`src/rtl/taint_pkg.sv`:
```
package taint_pkg;

    parameter int DATA_W    = 16;
    parameter int REG_COUNT = 8;
    parameter int MEM_DEPTH = 64;

    localparam int REG_IW = $clog2(REG_COUNT);
    localparam int MEM_AW = $clog2(MEM_DEPTH);

    typedef enum logic [2:0] {
        UOP_INPUT = 3'd0,
        UOP_CONST = 3'd1,
        UOP_ALU   = 3'd2,
        UOP_CMP   = 3'd3,
        UOP_LOAD  = 3'd4,
        UOP_STORE = 3'd5,
        UOP_JUMP  = 3'd6,
        UOP_RSVD  = 3'd7
    } uop_code_e;

    typedef enum logic [1:0] {
        FN_ADD  = 2'd0,
        FN_SUB  = 2'd1,
        FN_XOR  = 2'd2,
        FN_PASS = 2'd3
    } alu_fn_e;

    // A data word together with its taint tag
    typedef struct packed {
        logic              tag;
        logic [DATA_W-1:0] val;
    } tword_t;

    typedef struct packed {
        uop_code_e         code;
        alu_fn_e           fn;
        logic [REG_IW-1:0] rd;
        logic [REG_IW-1:0] rs1;
        logic [REG_IW-1:0] rs2;
        logic [DATA_W-1:0] imm;
    } uop_t;

    function automatic logic [DATA_W-1:0] alu_eval(alu_fn_e fn,
                                                   logic [DATA_W-1:0] a,
                                                   logic [DATA_W-1:0] b);
        unique case (fn)
            FN_ADD:  return a + b;
            FN_SUB:  return a - b;
            FN_XOR:  return a ^ b;
            default: return a;
        endcase
    endfunction

    // Micro-ops that treat rs1 as a pointer
    function automatic logic uses_pointer(uop_code_e c);
        return (c == UOP_LOAD) || (c == UOP_STORE) || (c == UOP_JUMP);
    endfunction

endpackage

```
`src/rtl/taint_regfile.sv`:
```
module taint_regfile
    import taint_pkg::*;
(
    input  logic              clk,
    input  logic              rst,
    input  logic [REG_IW-1:0] rd_a_idx,
    output tword_t            rd_a,
    input  logic [REG_IW-1:0] rd_b_idx,
    output tword_t            rd_b,
    input  logic              we,
    input  logic [REG_IW-1:0] wr_idx,
    input  tword_t            wr_word
);

    tword_t regs [REG_COUNT];

    for (genvar g = 0; g < REG_COUNT; g++) begin : g_reg
        always_ff @(posedge clk) begin
            if (rst) begin
                regs[g] <= '0;
            end else if (we && (wr_idx == REG_IW'(g))) begin
                regs[g] <= wr_word;
            end
        end
    end

    assign rd_a = regs[rd_a_idx];
    assign rd_b = regs[rd_b_idx];

endmodule

```
`src/rtl/taint_dmem.sv`:
```
module taint_dmem
    import taint_pkg::*;
(
    input  logic              clk,
    input  logic              rst,
    input  logic [MEM_AW-1:0] addr,
    output tword_t            rdata,
    input  logic              we,
    input  tword_t            wdata
);

    tword_t words [MEM_DEPTH];

    always_ff @(posedge clk) begin
        if (rst) begin
            for (int i = 0; i < MEM_DEPTH; i++) begin
                words[i] <= '0;
            end
        end else if (we) begin
            words[addr] <= wdata;
        end
    end

    assign rdata = words[addr];

endmodule

```
`src/rtl/taint_exec.sv`:
```
module taint_exec
    import taint_pkg::*;
(
    input  logic              fire,
    input  uop_t              uop,
    input  tword_t            src_a,
    input  tword_t            src_b,
    input  tword_t            mem_rd,
    output logic              rf_we,
    output logic [REG_IW-1:0] rf_widx,
    output tword_t            rf_wword,
    output logic              mem_we,
    output logic [MEM_AW-1:0] mem_addr,
    output tword_t            mem_wword,
    output logic              res_ok,
    output tword_t            res_word,
    output logic              trap,
    output logic [REG_IW-1:0] trap_reg
);

    logic pointer_bad;

    assign pointer_bad = uses_pointer(uop.code) && src_a.tag;
    assign trap        = fire && pointer_bad;
    assign trap_reg    = uop.rs1;
    assign mem_addr    = src_a.val[MEM_AW-1:0];

    always_comb begin
        rf_we     = 1'b0;
        rf_widx   = uop.rd;
        rf_wword  = '0;
        mem_we    = 1'b0;
        mem_wword = src_b;
        res_word  = '0;
        res_ok    = fire && !pointer_bad && (uop.code != UOP_RSVD);

        unique case (uop.code)
            UOP_INPUT: begin
                rf_wword = '{tag: 1'b1, val: uop.imm};
                rf_we    = fire;
            end
            UOP_CONST: begin
                rf_wword = '{tag: 1'b0, val: uop.imm};
                rf_we    = fire;
            end
            UOP_ALU: begin
                rf_wword = '{tag: src_a.tag | src_b.tag,
                             val: alu_eval(uop.fn, src_a.val, src_b.val)};
                rf_we    = fire;
            end
            UOP_CMP: begin
                // value kept, tag of the checked register dropped
                rf_widx  = uop.rs1;
                rf_wword = '{tag: 1'b0, val: src_a.val};
                rf_we    = fire;
                res_word = '{tag: 1'b0,
                             val: DATA_W'(src_a.val == src_b.val)};
            end
            UOP_LOAD: begin
                rf_wword = mem_rd;
                rf_we    = fire && !pointer_bad;
            end
            UOP_STORE: begin
                mem_we   = fire && !pointer_bad;
                rf_wword = src_b;
            end
            UOP_JUMP: begin
                rf_wword = '{tag: 1'b0, val: src_a.val};
            end
            default: begin
                rf_wword = '0;
            end
        endcase

        if (uop.code != UOP_CMP) begin
            res_word = rf_wword;
        end
    end

endmodule

```
`src/rtl/taint_unit.sv`:
```
module taint_unit
    import taint_pkg::*;
(
    input  logic              clk,
    input  logic              rst,
    input  logic              op_valid,
    output logic              op_ready,
    input  logic [2:0]        op_code,
    input  logic [1:0]        op_fn,
    input  logic [REG_IW-1:0] op_rd,
    input  logic [REG_IW-1:0] op_rs1,
    input  logic [REG_IW-1:0] op_rs2,
    input  logic [DATA_W-1:0] op_imm,
    output logic              res_valid,
    output logic [DATA_W-1:0] res_data,
    output logic              res_tag,
    output logic              fault,
    output logic [REG_IW-1:0] fault_reg
);

    uop_t              uop;
    logic              fire;
    tword_t            src_a, src_b, mem_rd, rf_wword, mem_wword, res_word;
    logic              rf_we, mem_we, res_ok, trap;
    logic [REG_IW-1:0] rf_widx, trap_reg;
    logic [MEM_AW-1:0] mem_addr;
    logic              src_a_tag, src_b_tag;

    assign op_ready = !rst;
    assign fire     = op_valid && op_ready;

    assign uop = '{code: uop_code_e'(op_code), fn: alu_fn_e'(op_fn),
                   rd: op_rd, rs1: op_rs1, rs2: op_rs2, imm: op_imm};

    assign src_a_tag = src_a.tag;
    assign src_b_tag = src_b.tag;

    taint_regfile u_rf (
        .clk      (clk),
        .rst      (rst),
        .rd_a_idx (op_rs1),
        .rd_a     (src_a),
        .rd_b_idx (op_rs2),
        .rd_b     (src_b),
        .we       (rf_we),
        .wr_idx   (rf_widx),
        .wr_word  (rf_wword)
    );

    taint_dmem u_mem (
        .clk   (clk),
        .rst   (rst),
        .addr  (mem_addr),
        .rdata (mem_rd),
        .we    (mem_we),
        .wdata (mem_wword)
    );

    taint_exec u_exec (
        .fire      (fire),
        .uop       (uop),
        .src_a     (src_a),
        .src_b     (src_b),
        .mem_rd    (mem_rd),
        .rf_we     (rf_we),
        .rf_widx   (rf_widx),
        .rf_wword  (rf_wword),
        .mem_we    (mem_we),
        .mem_addr  (mem_addr),
        .mem_wword (mem_wword),
        .res_ok    (res_ok),
        .res_word  (res_word),
        .trap      (trap),
        .trap_reg  (trap_reg)
    );

    always_ff @(posedge clk) begin
        if (rst) begin
            res_valid <= 1'b0;
            res_data  <= '0;
            res_tag   <= 1'b0;
            fault     <= 1'b0;
            fault_reg <= '0;
        end else begin
            res_valid <= res_ok;
            fault     <= trap;
            fault_reg <= trap ? trap_reg : '0;
            if (res_ok) begin
                res_data <= res_word.val;
                res_tag  <= res_word.tag;
            end
        end
    end

endmodule

```
`config.mk`:
```
export PLATFORM = sky130hd
export DESIGN_NAME = taint_unit
export DESIGN_NICKNAME = d
export VERILOG_FILES = /design/src/rtl/taint_pkg.sv /design/src/rtl/taint_regfile.sv /design/src/rtl/taint_dmem.sv /design/src/rtl/taint_exec.sv /design/src/rtl/taint_unit.sv
export SDC_FILE = /design/constraint.sdc
export NUM_CORES = 2
export LEC_CHECK = 0
export ABC_AREA = 1
export BUFFER_PORTS_ARGS = -buffer_cell sky130_fd_sc_hd__buf_2
export CAP_MARGIN = 20
export CELL_PAD_IN_SITES_DETAIL_PLACEMENT = 2
export CELL_PAD_IN_SITES_GLOBAL_PLACEMENT = 2
export CORE_ASPECT_RATIO = 1.5
export CORE_UTILIZATION = 25
export CTS_CLUSTER_SIZE = 20
export DETAILED_ROUTE_END_ITERATION = 6
export HOLD_SLACK_MARGIN = 0.1
export PLACE_DENSITY = 0.56
export SYNTH_ARGS = -nofsm -noshare
export SYNTH_HDL_FRONTEND = slang
export SYNTH_SLANG_ARGS = --single-unit
```
`constraint.sdc`:
```
create_clock -name clk -period 8.3 [get_ports clk]
set_input_delay 1.245 -clock clk [delete_from_list [all_inputs] [get_ports clk]]
set_output_delay 1.245 -clock clk [all_outputs]
set_load 0.05 [all_outputs]
```
==> impl_metrics.ini <==
[floorplan]
die_w_um = 407.1
core_area_mm2 = 0.2442
start_util_pct = 25.21
dieArea_mm2 = 0.2482
placementRows = 222
pin_count = 56
fp.dieH_um = 609.7

[logic_synthesis]
syn_inst = 6939
synth_nets = 7005
ys_seq_area_share_pct = 60.44
synth_top_area_cell = edfxtp_1
synth.avg_cell_area_um2 = 8.869
ys_ff_latch = 1246
syn_area_mm2 = 0.06155
synth_top_area_share_pct = 59.72
async_reset_ff_share_pct = 0
synth_area_leaders = edfxtp_1, nor2_1, nand2_1
synthFlopType = edfxtp_1
yosys_warnings = 0
synth-edff-count = 1224
ys_types = 48

[route]
drtIter0Drc = 2680
vias_per_cell = 4.803
wirelength_um = 269300
drc = 0
dr_total_vias = 48790
drtAntennaViolNets = 0
routedWlPerCell_um = 26.51
first_pass_iters = 5

[global_routing]
antenna_found_initial = 7
grt_usage_pct = 21.35
grt_pass1_wl_um = 384300
grt_pass1_vias = 52920
grt_max_degree = 118
gr-total-overflow = 0

[sta]
fin_crit_sh_pct = 67.34
setup_tns_ns = 0
skew_ns = 0.06986
finalSetupViolCount = 0
maxSlewViolCount = 0
tightestPinTransition_ns = 1.079
hold_viol = 0
slew_headroom_pct = 28.07
fmax_ghz = 0.1789
rsz0062_at_grt = no
final.min_clock_period_ns = 5.589

[cts]
clk_latency_ns = 0.83
cts-root-buf = clkbuf_16
cts_setup_buffers = 0
cts_sinks = 1246
tritoncts = yes
cts_buffer_depth = 4
holdBufCountCts = 0
numCtsBuffers = 144
clk_pin_slew_ns = 0.06
cts_htree_levels = 4
post_cts_resized = 0

[layout]
stdcell_count = 10160
syn2layout_area_growth_pct = 13.45
fin_util_pct = 28.60
top_regs = u_mem.words: 1088 flops, u_rf.regs: 136 flops, res_data: 16 flops
final_common_cell = nor2_1
fin_nets = 6880
top_register = u_mem.words
largest_reg_flops = 1088
drive_gt1_share_pct = 9.653
layout_common_cells = nor2_1, nand2_1, edfxtp_1

[worst_setup_path]
end_kind = flop
arrival_ns = 6.27
crit_path_cell_trace = buf_2 -> inv_1 -> nand3_1 -> nand3_4 -> nand2_8 -> buf_12 -> buf_4 -> o21ai_0 -> nand2_1 -> nand2_1 -> nand2_1 -> nand2_1 -> nand2_1 -> nand2_1 -> nor2_1 -> nand3_1 -> nand2_1 -> inv_2 -> nor2_1
slowest_delay_ns = 0.69
cp_slowest_cell = buf_4
crit_fanout = 106
worst_setup_path_start_kind = primary input
required_ns = 8.98
path_common_cell = nand2_1
crit_type = primary input to flop

[run]
maxCapViolations = 0

[power_and_ir_drop]
p_leak_nw = 28.10
ir_drop_mv = 0.1425
p_per_area_mw_per_mm2 = 229.2

[placement]
dp_cells = 9915
globalplace.congestion = 0.8254
dp_hpwl_um = 173500
port_buffers = 55

[status]
run_status = completed

[min_path]
worst_hold_path_type = flop to flop
==> critical path, delay by kind of cell <==
family	cells	cell delay, ns
compound gates	1	0.20
buf+inv	5	2.11
simple gates	13	2.55
==> metal layers <==
layer  track usage (%)  part of all wire, %  wire, um
met1             23.99                   40    106700
met2             40.37                   53    143300
met3             1.803                  2.2      5856
met4             9.846                  5.0     13460
met5                 0               0.0045        12
==> Yosys cell counts (8+ instances only) <==
library cell,instances
buf_1,38
buf_2,30
o21ai_0,720
inv_2,20
inv_1,367
clkbuf_1,390
nand3_1,109
a21oi_1,150
buf_6,26
a221oi_1,8
nand3b_1,9
o211ai_1,21
dfxtp_1,22
nor2_1,1849
nor3_1,12
edfxtp_1,1224
nand2_4,33
ha_1,31
nand2_1,1628
nand4_1,10
nor2_2,172
xor2_1,9
==> metrics by stage <==
step | area [um2] | setup WS, ns | hold WS (ns) | power, mW
final | 69820 | 2.711 | 0.4713 | 16.00
after global placement | 65330 | 1.795 | 0.4559 | 9.939
after global routing | 69820 | 2.420 | 0.4977 | 16.59
after floorplan | 61550 | 3.521 | 0.6900 | 8.687
after CTS | 69790 | 2.561 | 0.4761 | 16.25
after detailed placement | 65490 | 1.703 | 0.4650 | 9.988
==> cell families after synthesis <==
family | Yosys count | share of synthesized area (%)
fa+ha+maj | 33 | 0.6953
simple gates | 3840 | 25.13
xor+xnor | 10 | 0.1423
buf+inv | 880 | 5.782
compound gates | 930 | 7.819
flops | 1246 | 60.44
==> power breakdown <==
group | leakage, nW | total, mW | internal, mW | switching [mW]
logic | 13.2 | 2.62 | 0.530 | 2.09
registers | 12.8 | 7.18 | 7.11 | 0.0682
clock network | 2.10 | 6.21 | 3.48 | 2.73
==> final cells by class <==
cell class	instances	area, um2
diodes	1	2.502
clock buffers	189	3941
clock inverters	53	360.3
fillers	27490	174300
inverters	390	1505
multi-input cells	4813	20930
flip-flops and latches	1246	37200
well taps	3248	4064
repair buffers	219	1822
==> path summary, 6_finish.rpt <==
path                                 startpoint               end  slack (ns)  cells past startpoint
worst max-delay path                  op_rs1[1]  u_rf.regs[5][10]        2.71                     19
worst min register to register     res_data[11]      res_data[11]        0.47                      2
worst max register to register  u_rf.regs[6][0]  u_rf.regs[5][10]        3.52                     19
worst min-delay path               res_data[11]      res_data[11]        0.47                      2
No activity file was read; power rests on OpenSTA's default activity.
